### config.mk
export PLATFORM = sky130hd
export DESIGN_NAME = hrst_seq
export DESIGN_NICKNAME = d
export VERILOG_FILES = /design/src/rtl/hrst_pkg.sv /design/src/rtl/hrst_trig.sv /design/src/rtl/hrst_wdog.sv /design/src/rtl/hrst_outdec.sv /design/src/rtl/hrst_seq.sv
export SDC_FILE = /design/constraint.sdc
export NUM_CORES = 1
export LEC_CHECK = 0
export BUFFER_PORTS_ARGS = -buffer_cell sky130_fd_sc_hd__buf_2
export CELL_PAD_IN_SITES_DETAIL_PLACEMENT = 1
export CELL_PAD_IN_SITES_GLOBAL_PLACEMENT = 2
export CORE_MARGIN = 5
export CORE_UTILIZATION = 25
export CTS_BUF_LIST = sky130_fd_sc_hd__clkbuf_4
export CTS_CLUSTER_SIZE = 28
export DETAILED_ROUTE_END_ITERATION = 6
export PLACE_DENSITY_LB_ADDON = 0.1
export SLEW_MARGIN = 20
export SYNTH_ARGS = -nofsm -noshare
export SYNTH_HDL_FRONTEND = slang
export SYNTH_SLANG_ARGS = --single-unit
### constraint.sdc
create_clock -name clk -period 2.95 [get_ports clk]
set_input_delay 0.295 -clock clk [delete_from_list [all_inputs] [get_ports clk]]
set_output_delay 0.295 -clock clk [all_outputs]
set_load 0.05 [all_outputs]
### src/rtl/hrst_pkg.sv
// Shared definitions for the hard reset sequencer.
// Assumes the alert register image is at least 11 bits wide.
package hrst_pkg;

    // Alert bit positions the sequencer reads or clears
    localparam int AL_RXSTAT  = 0;
    localparam int AL_HARDRST = 1;
    localparam int AL_TXFAIL  = 4;
    localparam int AL_TXDISC  = 5;
    localparam int AL_TXOK    = 6;
    localparam int AL_RXFULL  = 10;

    // Sequencer states
    typedef enum logic [3:0] {
        S_IDLE,
        S_LAYER,
        S_REQTX,
        S_WAITPHY,
        S_SENT,
        S_INDICATE,
        S_WAITPE,
        S_CLEAR,
        S_RXEN
    } hrs_state_e;

endpackage

### src/rtl/hrst_trig.sv
// Trigger arbitration for the hard reset sequencer.
// Combinational; decides whether a sequence starts this cycle, which
// branch it takes and whether it is a cable reset. Priority: received
// hard reset, then received cable reset, then a policy request.
module hrst_trig (
    input  logic al_hard,
    input  logic al_rxstat,
    input  logic rx_cable,
    input  logic pe_hr_req,
    input  logic pe_cable,
    output logic start,
    output logic from_local,
    output logic is_cable
);

    logic cable_seen;

    // Cable reset counts only when the receive-status alert is up
    assign cable_seen = al_rxstat & rx_cable;

    // Priority choice between the three triggers
    always_comb begin
        start      = al_hard | cable_seen | pe_hr_req;
        from_local = 1'b0;
        is_cable   = 1'b0;
        if (al_hard) begin
            is_cable = 1'b0;
        end else if (cable_seen) begin
            is_cable = 1'b1;
        end else if (pe_hr_req) begin
            from_local = 1'b1;
            is_cable   = pe_cable;
        end
    end

endmodule

### src/rtl/hrst_wdog.sv
// Watchdog for the physical-side completion wait.
// Counts cycles while run is high and clears whenever run is low;
// expired is high in the WDOG_CYC-th consecutive cycle of run.
module hrst_wdog #(
    parameter int WDOG_CYC = 64
) (
    input  logic clk,
    input  logic rst_n,
    input  logic run,
    output logic expired
);

    localparam int CW = $clog2(WDOG_CYC + 1);
    localparam logic [CW-1:0] LAST = CW'(WDOG_CYC - 1);

    logic [CW-1:0] cnt;

    assign expired = run && (cnt == LAST);

    // Cycle counter over the waiting window
    always_ff @(posedge clk) begin
        if (!rst_n) begin
            cnt <= '0;
        end else if (!run) begin
            cnt <= '0;
        end else if (!expired) begin
            cnt <= cnt + 1'b1;
        end
    end

endmodule

### src/rtl/hrst_outdec.sv
// Output decode for the hard reset sequencer.
// Turns the state register into one-cycle strobes, the busy level and
// the values that go with the two register writes. Purely combinational.
module hrst_outdec
    import hrst_pkg::*;
#(
    parameter int                  ALERT_W  = 16,
    parameter int                  RXDET_W  = 8,
    parameter logic [RXDET_W-1:0]  RXDET_EN = 'h21
) (
    input  hrs_state_e          state,
    output logic                busy,
    output logic                msgid_clr,
    output logic                tx_wr,
    output logic                pe_sent_ind,
    output logic                pe_rcvd_ind,
    output logic                alert_clr_wr,
    output logic [ALERT_W-1:0]  alert_clr_mask,
    output logic                rxdet_wr,
    output logic [RXDET_W-1:0]  rxdet_val
);

    logic [ALERT_W-1:0] clr_bits;

    // Modem-related alert bits cleared at the end of a sequence
    always_comb begin
        clr_bits             = '0;
        clr_bits[AL_RXSTAT]  = 1'b1;
        clr_bits[AL_HARDRST] = 1'b1;
        clr_bits[AL_TXFAIL]  = 1'b1;
        clr_bits[AL_TXDISC]  = 1'b1;
        clr_bits[AL_TXOK]    = 1'b1;
        clr_bits[AL_RXFULL]  = 1'b1;
    end

    // Strobe and level decode from the current state
    always_comb begin
        busy         = (state != S_IDLE);
        msgid_clr    = (state == S_LAYER);
        tx_wr        = (state == S_REQTX);
        pe_sent_ind  = (state == S_SENT);
        pe_rcvd_ind  = (state == S_INDICATE);
        alert_clr_wr = (state == S_CLEAR);
        rxdet_wr     = (state == S_RXEN);
        alert_clr_mask = alert_clr_wr ? clr_bits : '0;
        rxdet_val      = rxdet_wr ? RXDET_EN : '0;
    end

endmodule

### src/rtl/hrst_seq.sv
// Hard / cable reset sequencer, controller side.
// Starts on a policy request or a received reset alert, clears the
// message ID counter, sends or reports the reset, waits for the physical
// side (local case, watchdog-limited) and the policy layer, then clears
// modem alerts and re-enables the receiver. Assumes alert_in is the live
// alert image and that completion strobes are single-cycle.
module hrst_seq
    import hrst_pkg::*;
#(
    parameter int                  ALERT_W  = 16,
    parameter int                  WDOG_CYC = 64,
    parameter int                  RXDET_W  = 8,
    parameter logic [RXDET_W-1:0]  RXDET_EN = 'h21
) (
    input  logic                clk,
    input  logic                rst_n,
    input  logic                pe_hr_req,
    input  logic                pe_cable,
    input  logic                pe_done,
    input  logic [ALERT_W-1:0]  alert_in,
    input  logic                rx_cable,
    output logic                busy,
    output logic                seq_err,
    output logic                rst_local,
    output logic                rst_is_cable,
    output logic                msgid_clr,
    output logic                tx_wr,
    output logic                pe_sent_ind,
    output logic                pe_rcvd_ind,
    output logic                alert_clr_wr,
    output logic [ALERT_W-1:0]  alert_clr_mask,
    output logic                rxdet_wr,
    output logic [RXDET_W-1:0]  rxdet_val
);

    hrs_state_e state, state_nx;
    logic       trig_start, trig_local, trig_cable;
    logic       wd_expired;
    logic       phy_done;

    assign phy_done = alert_in[AL_TXOK] & alert_in[AL_TXFAIL];

    hrst_trig u_trig (
        .al_hard    (alert_in[AL_HARDRST]),
        .al_rxstat  (alert_in[AL_RXSTAT]),
        .rx_cable   (rx_cable),
        .pe_hr_req  (pe_hr_req),
        .pe_cable   (pe_cable),
        .start      (trig_start),
        .from_local (trig_local),
        .is_cable   (trig_cable)
    );

    hrst_wdog #(.WDOG_CYC(WDOG_CYC)) u_wdog (
        .clk     (clk),
        .rst_n   (rst_n),
        .run     (state == S_WAITPHY),
        .expired (wd_expired)
    );

    hrst_outdec #(
        .ALERT_W  (ALERT_W),
        .RXDET_W  (RXDET_W),
        .RXDET_EN (RXDET_EN)
    ) u_outdec (
        .state          (state),
        .busy           (busy),
        .msgid_clr      (msgid_clr),
        .tx_wr          (tx_wr),
        .pe_sent_ind    (pe_sent_ind),
        .pe_rcvd_ind    (pe_rcvd_ind),
        .alert_clr_wr   (alert_clr_wr),
        .alert_clr_mask (alert_clr_mask),
        .rxdet_wr       (rxdet_wr),
        .rxdet_val      (rxdet_val)
    );

    // Next-state selection
    always_comb begin
        state_nx = state;
        unique case (state)
            S_IDLE:     if (trig_start) state_nx = S_LAYER;
            S_LAYER:    state_nx = rst_local ? S_REQTX : S_INDICATE;
            S_REQTX:    state_nx = S_WAITPHY;
            S_WAITPHY: begin
                if (phy_done)        state_nx = S_SENT;
                else if (wd_expired) state_nx = S_WAITPE;
            end
            S_SENT:     state_nx = S_WAITPE;
            S_INDICATE: state_nx = S_WAITPE;
            S_WAITPE:   if (pe_done) state_nx = S_CLEAR;
            S_CLEAR:    state_nx = S_RXEN;
            S_RXEN:     state_nx = S_IDLE;
            default:    state_nx = S_IDLE;
        endcase
    end

    // State register
    always_ff @(posedge clk) begin
        if (!rst_n) state <= S_IDLE;
        else        state <= state_nx;
    end

    // Origin and type of the sequence, captured at entry
    always_ff @(posedge clk) begin
        if (!rst_n) begin
            rst_local    <= 1'b0;
            rst_is_cable <= 1'b0;
        end else if (state == S_IDLE && trig_start) begin
            rst_local    <= trig_local;
            rst_is_cable <= trig_cable;
        end
    end

    // Error flag: set on watchdog abort, cleared by the next entry
    always_ff @(posedge clk) begin
        if (!rst_n) begin
            seq_err <= 1'b0;
        end else if (state == S_IDLE && trig_start) begin
            seq_err <= 1'b0;
        end else if (state == S_WAITPHY && !phy_done && wd_expired) begin
            seq_err <= 1'b1;
        end
    end

endmodule

* Word level (Yosys, flattened, before mapping)
Index checks and enable logic that the tools add are counted.
** Storage, ports and cells
- Register bits after elaboration :: 14
- Output and inout port bits :: 34
** Operators by class
- Add/subtract/negate cells :: 1
- Equal/unequal tests :: 12
- Muxes and demuxes :: 14
- Bitwise logic cells :: 5
- Reduce and logical (&&, ||, !) cells :: 11
** Operator list (number)
- 4-bit case mux with 7 select lines :: 1
- 4-bit by 3-bit == test with 1-bit output, second input constant :: 4
- 4-bit 2-to-1 mux :: 4
- 11-bit 2-to-1 mux :: 1
- 4-bit by 2-bit == test with 1-bit output, second input constant :: 2
- 7-bit by 1-bit adder with 7-bit output, second input constant :: 1
- 7-bit by 6-bit == test with 1-bit output, second input constant :: 1
- 1-bit 2-to-1 mux :: 6
- 6-bit 2-to-1 mux :: 1
- 4-bit by 1-bit == test with 1-bit output, second input constant :: 1
- 4-bit == test, second input constant :: 1
- 1-bit logical AND :: 4
- 4-bit logical NOT :: 1
- 2-bit != test, second input constant :: 2
- 4-bit nonzero test :: 1
- 2-bit OR reduction :: 2
- 3-bit 2-to-1 mux :: 1
- 3-bit != test, second input constant :: 1
- 3-bit AND reduction :: 1
- 1-bit bitwise AND :: 2
- 1-bit bitwise OR :: 2
- 2-bit AND reduction :: 1
- 1-bit logical NOT :: 1
- 1-bit inverter :: 1

* Logic depth before layout (Yosys ltp)
Gate-level depths: netlist (run 1).
- Depth in word-level cells :: 5
- Depth in mapped cells :: 5

* Hierarchy
Synthesis (run 1) repeated with hierarchy kept, for this count alone.
** Second synthesis, totals
- Cells, all modules :: 116
- Area total of the unflattened synthesis :: 974.7 um2
** By module, submodules not included
- hrst_seq :: instances 1, cells each 41, area an instance 357.8 um2, seq. area each 140.1 um2
- hrst_wdog :: instances 1, cells each 38, area an instance 337.8 um2, seq. area each 140.1 um2
- hrst_outdec :: instances 1, cells each 32, area an instance 246.5 um2, seq. area each 0.0 um2
- hrst_trig :: instances 1, cells each 5, area an instance 32.5 um2, seq. area each 0.0 um2

* Least setup slack after synthesis (run 1)
No wires, ideal clock.
- Kind :: register to output
- Start :: register state[3]
- End :: output port alert_clr_mask[0]
- Arrival time :: 1.881 ns
- Data required time :: 2.655 ns
- Path slack :: 0.774 ns
- Stages on the path, launching flop included :: 5
- Buffers on the path :: 2
- Path through :: dfxtp_1 buf_2 or2b_1 nor2_1 buf_4
** Between the ends
- Cells in the longest elaborated chain, start to end :: 2
** Ends and longest elaborated chain
- start: declaration :: line hrst_seq.sv:36 : hrs_state_e state, state_nx;
- start signal: assignment :: line hrst_seq.sv:101 : else state <= state_nx;
- 4-bit by 3-bit == test with 1-bit output :: line hrst_outdec.sv:43 : alert_clr_wr = (state == S_CLEAR);
- via alert_clr_wr :: line hrst_seq.sv:30 : output logic alert_clr_wr,
- 11-bit 2-to-1 mux :: line hrst_outdec.sv:45 : alert_clr_mask = alert_clr_wr ? clr_bits : '0;
- end: declaration :: line hrst_seq.sv:31 : output logic [ALERT_W-1:0] alert_clr_mask,
The timed path passes the listed nets, and every way through them passes these cells.

* Worst setup path after layout (run 1)
- Start :: register state[2]
- End :: output port alert_clr_mask[4]
** Between the ends
- Cells in the longest elaborated chain, start to end :: 2
** Ends and longest elaborated chain (line)
- 4-bit by 3-bit == test with 1-bit output :: hrst_outdec.sv:43
- 11-bit 2-to-1 mux :: hrst_outdec.sv:45
No other way between the ends.

==> metrics, run 1 <==
status=finished clean; fraction of layout cells with a size suffix above 1=23.2%; hold bufs inserted after CTS=0; top cell type's share of synthesized area=29.4%; Post-Syn Area per Cell=7.87 µm²; most common library cell in the layout ignoring fill and taps=buf_2; FF+latch area=280 µm²; die span in y=71.7 µm; met2 GRT Util=14.0%; Worst path slowest cell=dfxtp_1; synth warn=0; static power due to leakage=0.459 nW; max cap viols=0; DIE WIDTH=71.7 µm; Final Worst Setup Slack=0.960 ns; post-route ant nets=0; worst hold path class=in2reg; Period minus WS final=1.99 ns; VDD IR max=0.382 mV; depth of the CTS H-tree=1; Crit path arrival time=1.69 ns; # diodes=0; clock root cell=clkbuf_4; P per Cell Area=851 mW/mm²; f_max=0.503 GHz; I/O pin count=56; DP Worst Slack=1.25 ns; DP HPWL=1.82 mm; number of global-route vias before repair=863; FP Rows=22; CTS tree=done; setup bufs post-CTS=0; most frequent cells in the layout=buf_2 (27), conb_1 (16), dfxtp_1 (14), nor2_1 (9), nor3_1 (8); Clock Path Buffers=2; CP Class=reg2out; routability cong.=0.745; sequential share of the synthesized area=29.4%; initial antenna violation count=0; Max FO, Critical Path=9; DRC viols=0; I/O Buffers=27; Routed WL=2.35 mm; RSZ-0062 raised after global routing=false; Worst Reg2Reg Path Length in Cells=4; Netlist Area Pre-Place=952 µm²; crit-path cells=or2b_1 -> nor2_1 -> buf_2; global routing's busiest layer=met2; Final setup viols=0; Startpoint Class=flip-flop; # resized after CTS=0; prevailing post-synth register cell=dfxtp_1; number of cells produced by synthesis=121; Vias per Instance=4.47; worst hold margin=0.296 ns; Clk Latency, worst-skew pair=0.28 ns; multi-input logic area=502 µm²; routed vias=832; wire per inst=12.6 µm; drt pass-1 iters=4; Area contributors post-synth=dfxtp_1 (29%), buf_4 (19%), nor3_1 (4.2%); Crit path largest cell delay=0.50 ns; Nets=162; skew final=0.00214 ns; # fillers=481; Setup crit end kind=primary output; Layout area overhead=6.96%; largest net degree at the start of global routing=14; Synth area leader=dfxtp_1; Tcrit/Tclk final=67.4%; WP data required=2.65 ns; routing usage on met3=1.96%; Async SR Flop Fraction=0%; Worst-path clk slew=0.09 ns; met1 capacity usage during global routing=13.3%; Core ar.=0.00369 mm²; Overflow after GRT=0; Initial Util=25.8%; initial detailed-routing violation count=63; distinct cell type count after synthesis=34; Hold Crit Depth=3; global-route wire length before repair=3.98 mm; register bit total from synthesis=14; TritonCTS Buffers=3; final hold vios=0; die area=0.00514 mm²; gr usage total=9.48%; clock sinks=14; Post-synth EDFFs=0; Slew Limit Fails=0; Fin Setup TNS=0 ns
logic make-up after synthesis:
logic type | count (synthesis) | share of synthesized area, %
AO/OA/AOI/OAI | 29 | 20.4
adder cells (fa/ha/maj) | 1 | 1.31
buffers and inverters | 33 | 23.8
flip-flops | 14 | 29.4
multiplexers | 1 | 1.05
other | 1 | 0.394
AND/OR/NAND/NOR | 42 | 23.7
state kept, by name, indices dropped and copies added, names as in the netlist:
name	count
rst_local	1
state	4
rst_is_cable	1
u_wdog.cnt	7
seq_err	1
final timing paths:
kind | startpoint | end | slack (ns)
max | state[2] | alert_clr_mask[4] | 0.96
min reg2reg | u_wdog.cnt[6] | u_wdog.cnt[6] | 0.46
min | rst_n | rst_local | 0.30
max reg2reg | u_wdog.cnt[0] | state[2] | 1.41
power by group:
part | internal [mW] | switching, mW | leakage (nW) | total (mW)
Clock | 0.0490 | 0.0663 | 0.0154 | 0.115
Sequential | 0.220 | 0.0672 | 0.114 | 0.288
Combinational | 0.122 | 0.342 | 0.330 | 0.464
Total | 0.391 | 0.476 | 0.459 | 0.867
area by class of cell:
| class | count | share of cell area (%) |
|---|---|---|
| multi-input combinational | 89 | 49.3 |
| sequential | 14 | 27.5 |
| timing repair buffer | 27 | 13.3 |
| tap | 48 | 5.90 |
| clock buffer | 3 | 2.21 |
| inverter | 4 | 1.47 |
| clock inverter | 1 | 0.369 |
per-layer routing:
layer | vias to the layer above | share of wire (%)
met4 | 0 | 1.2
met2 | 29 | 44
met1 | 373 | 49
met5 | - | 0
met3 | 2 | 5.7
li1 | 428 | -
cells in the mapped netlist (2+ instances only):
| master | instances |
|---|---|
| a211oi_1 | 3 |
| nand2b_1 | 3 |
| dfxtp_1 | 14 |
| nor2_1 | 9 |
| nor3_1 | 8 |
| a21oi_1 | 6 |
| nand2_1 | 7 |
| o211ai_1 | 3 |
| nand3b_1 | 2 |
| o21ai_1 | 2 |
| a21boi_0 | 2 |
| a31oi_1 | 4 |
| and3_1 | 4 |
| inv_1 | 4 |
| o21ai_0 | 3 |
| buf_2 | 4 |
| nand3_1 | 3 |
| buf_4 | 24 |
worst max-delay path: cells and delay by family (launching register included):
kind                   cells  cell delay (ns)
buffers and inverters      1             0.33
DFF                        1             0.50
and+or+nand+nor            2             0.59
stage by stage:
| stage | instances | power (mW) | instance area, µm² | util, % |
|---|---|---|---|---|
| finish | 186 | 0.867 | 1020 | 27.6 |
| floorplan | 136 | 0.702 | 1010 | - |
| detailed placement | 182 | 0.760 | 992 | 26.9 |
| CTS | 186 | 0.881 | 1020 | 27.6 |
| global route | 186 | 0.927 | 1020 | 27.6 |
| global placement | 182 | 0.757 | 992 | 26.9 |
Power figures use the tool's default switching activity.
==> run 2: changes to the inputs <==
--- a/config.mk
+++ b/config.mk
@@ -5,11 +5,12 @@
 export SDC_FILE = /design/constraint.sdc
 export NUM_CORES = 1
 export LEC_CHECK = 0
+export ABC_AREA = 1
 export BUFFER_PORTS_ARGS = -buffer_cell sky130_fd_sc_hd__buf_2
 export CELL_PAD_IN_SITES_DETAIL_PLACEMENT = 1
 export CELL_PAD_IN_SITES_GLOBAL_PLACEMENT = 2
 export CORE_MARGIN = 5
-export CORE_UTILIZATION = 25
+export CORE_UTILIZATION = 20
 export CTS_BUF_LIST = sky130_fd_sc_hd__clkbuf_4
 export CTS_CLUSTER_SIZE = 28
 export DETAILED_ROUTE_END_ITERATION = 6
==> constraint.sdc (replaced) <==
create_clock -name clk -period 1.7 [get_ports clk]
set_input_delay 0.17 -clock clk [delete_from_list [all_inputs] [get_ports clk]]
set_output_delay 0.17 -clock clk [all_outputs]
set_load 0.05 [all_outputs]
==> metrics, run 2 <==
status=finished clean; Clock Path Buffers=2 (unchanged); RSZ-0062 raised after global routing=true; VDD IR max=0.317 mV (-17%); WP data required=1.53 ns (-1.12 ns); skew final=0.00748 ns (+0.00533 ns); setup bufs post-CTS=0 (unchanged); initial detailed-routing violation count=12 (-81%); cell count after placement=233 (+28%); sequential share of the synthesized area=28.0% (-1.4 points); final hold vios=0 (unchanged); DP HPWL=2.24 mm (+23%); Finished Core Util=24.5% (-3.1 points); f_max=0.639 GHz; Clk Latency, worst-skew pair=0.28 ns (about the same); max cap viols=0 (unchanged); FP Rows=25 (+14%); Layout area overhead=17.3%; number of cells produced by synthesis=148 (+22%); depth of the CTS H-tree=1 (unchanged); Post-synth EDFFs=0 (unchanged); Netlist Area Pre-Place=1000 µm² (+5.0%); hold_sp=rst_n; reg2reg start=u_wdog.cnt[0]; total power draw=1.48 mW (+71%); Worst Reg2Reg Path Length in Cells=8 (+4); Vias per Instance=3.82 (-15%); Routed WL=2.61 mm (+11%); die span in y=80.7 µm (+13%); Tcrit/Tclk final=92.0%; Area contributors post-synth=dfxtp_1 (28%), buf_4 (18%), inv_1 (7.9%); Final setup viols=0 (unchanged); Core ar.=0.00479 mm² (+30%); # diodes=0 (unchanged); Synth area leader=dfxtp_1; TritonCTS Buffers=3 (unchanged); Biggest register=u_wdog.cnt; final std cells w/o fill=237 (+27%); Async SR Flop Fraction=0% (unchanged); Hold Crit Depth=3 (unchanged); # fillers=612 (+27%); fraction of layout cells with a size suffix above 1=30.6% (+7.4 points); Overflow after GRT=0 (unchanged); I/O Buffers=27 (unchanged); synth warn=0 (unchanged); prevailing post-synth register cell=dfxtp_1; static power due to leakage=0.568 nW (+24%); most frequent cells in the layout=nand2_1 (21), inv_1 (20), nor2_1 (18), buf_2 (17), conb_1 (16); worst hold path class=in2reg; initial antenna violation count=0 (unchanged); wire per inst=11.0 µm (-13%); Setup crit end kind=primary output; I/O pin count=56 (unchanged); CTS tree=done; global-route wire length before repair=4.33 mm (+8.7%); count leader, synth=buf_4; hold bufs inserted after CTS=0 (unchanged); Crit path arrival time=1.39 ns (-0.30 ns); top cell type's share of synthesized area=28.0% (-1.4 points); Startpoint Class=flip-flop; setup slack, reg-to-reg=0.31 ns (-1.10 ns); register bit total from synthesis=14 (unchanged); post-route ant nets=0 (unchanged); Final Worst Setup Slack=0.136 ns (-0.825 ns); Worst Hold End=state[2]; Worst-path clk slew=0.10 ns (about the same); Post-Syn Area per Cell=6.75 µm² (-14%); Period minus WS final=1.56 ns; most common library cell in the layout ignoring fill and taps=nand2_1; largest net degree at the start of global routing=9 (-5); # resized after CTS=9 (+9); DIE WIDTH=80.7 µm (+13%); number of global-route vias before repair=938 (+8.7%); P per Cell Area=1260 mW/mm² (+49%); clock sinks=14 (unchanged); die area=0.00651 mm² (+27%); Max FO, Critical Path=7 (-2); DRC viols=0 (unchanged); routability cong.=0.745 (+0.11%); r2r endpoint=state[0]; Initial Util=20.9% (-4.9 points); Largest register FFs=7 (unchanged); clock root cell=clkbuf_4; distinct cell type count after synthesis=25 (-26%); Largest regs=u_wdog.cnt (7), state (4); gr usage total=8.60% (-0.87 points); CP Class=reg2out; drt pass-1 iters=4 (unchanged); DP Worst Slack=0.203 ns (-1.04 ns); Nets=194 (+20%); most frequent cells after synthesis=buf_4 (24), inv_1 (21), nand2_1 (21); Slew Limit Fails=0 (unchanged); routed vias=905 (+8.8%)
-- run 2: cell types whose count changed after synthesis, moves of 3 or more --
cell,previous run,this run
nor3_1,8,3
nor2_1,9,20
o211ai_1,3,0
nand2b_1,3,0
a211oi_1,3,0
nand3_1,3,10
inv_1,4,21
nand2_2,0,3
nand2_1,7,21
and3_1,4,0
buf_2,4,0
-- run 2: how the worst max path moves through the flow --
stage / start / end / slack [ns] / cells after the start
finish: state[2] / alert_clr_wr / 0.14 / 5
global route: state[2] / alert_clr_mask[5] / -0.02 / 5
CTS: state[1] / tx_wr / 0.02 / 5
detailed placement: state[2] / alert_clr_mask[5] / 0.20 / 5
global placement: state[2] / alert_clr_mask[1] / 0.24 / 5
floorplan: state[2] / alert_clr_mask[0] / -0.01 / 5
-- run 2: worst max-delay path, cell delays in order (launching register included) --
cell	delay, ns
dfxtp_2	0.40
inv_1	0.06
nor2_2	0.17
inv_2	0.10
nor2_4	0.15
buf_4	0.22
-- run 2: metal layers --
metal,GRT usage [%],wire length [µm],share of wire [%],vias up
met5,0,0,0,-
met3,3.36,139,5.3,2
met1,9.14,1050,40,421
met2,16.1,1400,54,15
li1,-,-,-,467
met4,1.52,18,0.69,0
-- run 2: layout make-up --
type | instances | area, µm² | share of cell area [%]
clock inverter | 1 | 3.75 | 0.320
clock buffer | 3 | 22.5 | 1.92
timing repair buffer | 27 | 164 | 14.0
inverter | 22 | 82.6 | 7.04
multi-input combinational | 103 | 533 | 45.5
tap | 67 | 83.8 | 7.15
sequential | 14 | 283 | 24.1
-- run 2: cell families (layout without fill, tap and decap cells) --
logic type / after synthesis / after routing / synth area share (%)
compound gates: 14 / 14 / 7.76
simple gates: 71 / 71 / 35.4
fa+ha+maj: 1 / 1 / 1.25
xor+xnor: 1 / 1 / 0.876
flops: 14 / 14 / 28.0
buf+inv: 46 / 53 / 26.3
other cells: 1 / 16 / 0.375
-- run 2: stage by stage --
| step | hold WS, ns | setup TNS (ns) | instance area, µm² |
|---|---|---|---|
| floorplan | 0.294 | -0.0836 | 1070 |
| global placement | 0.441 | 0 | 1110 |
| detailed placement | 0.453 | 0 | 1110 |
| CTS | 0.145 | 0 | 1160 |
| global route | 0.133 | -0.143 | 1170 |
| finish | 0.158 | 0 | 1170 |
-- run 2: power breakdown --
group	internal [mW]	total [mW]	switching, mW
Clock	0.0851	0.201	0.116
Sequential	0.374	0.425	0.0514
Combinational	0.208	0.856	0.648
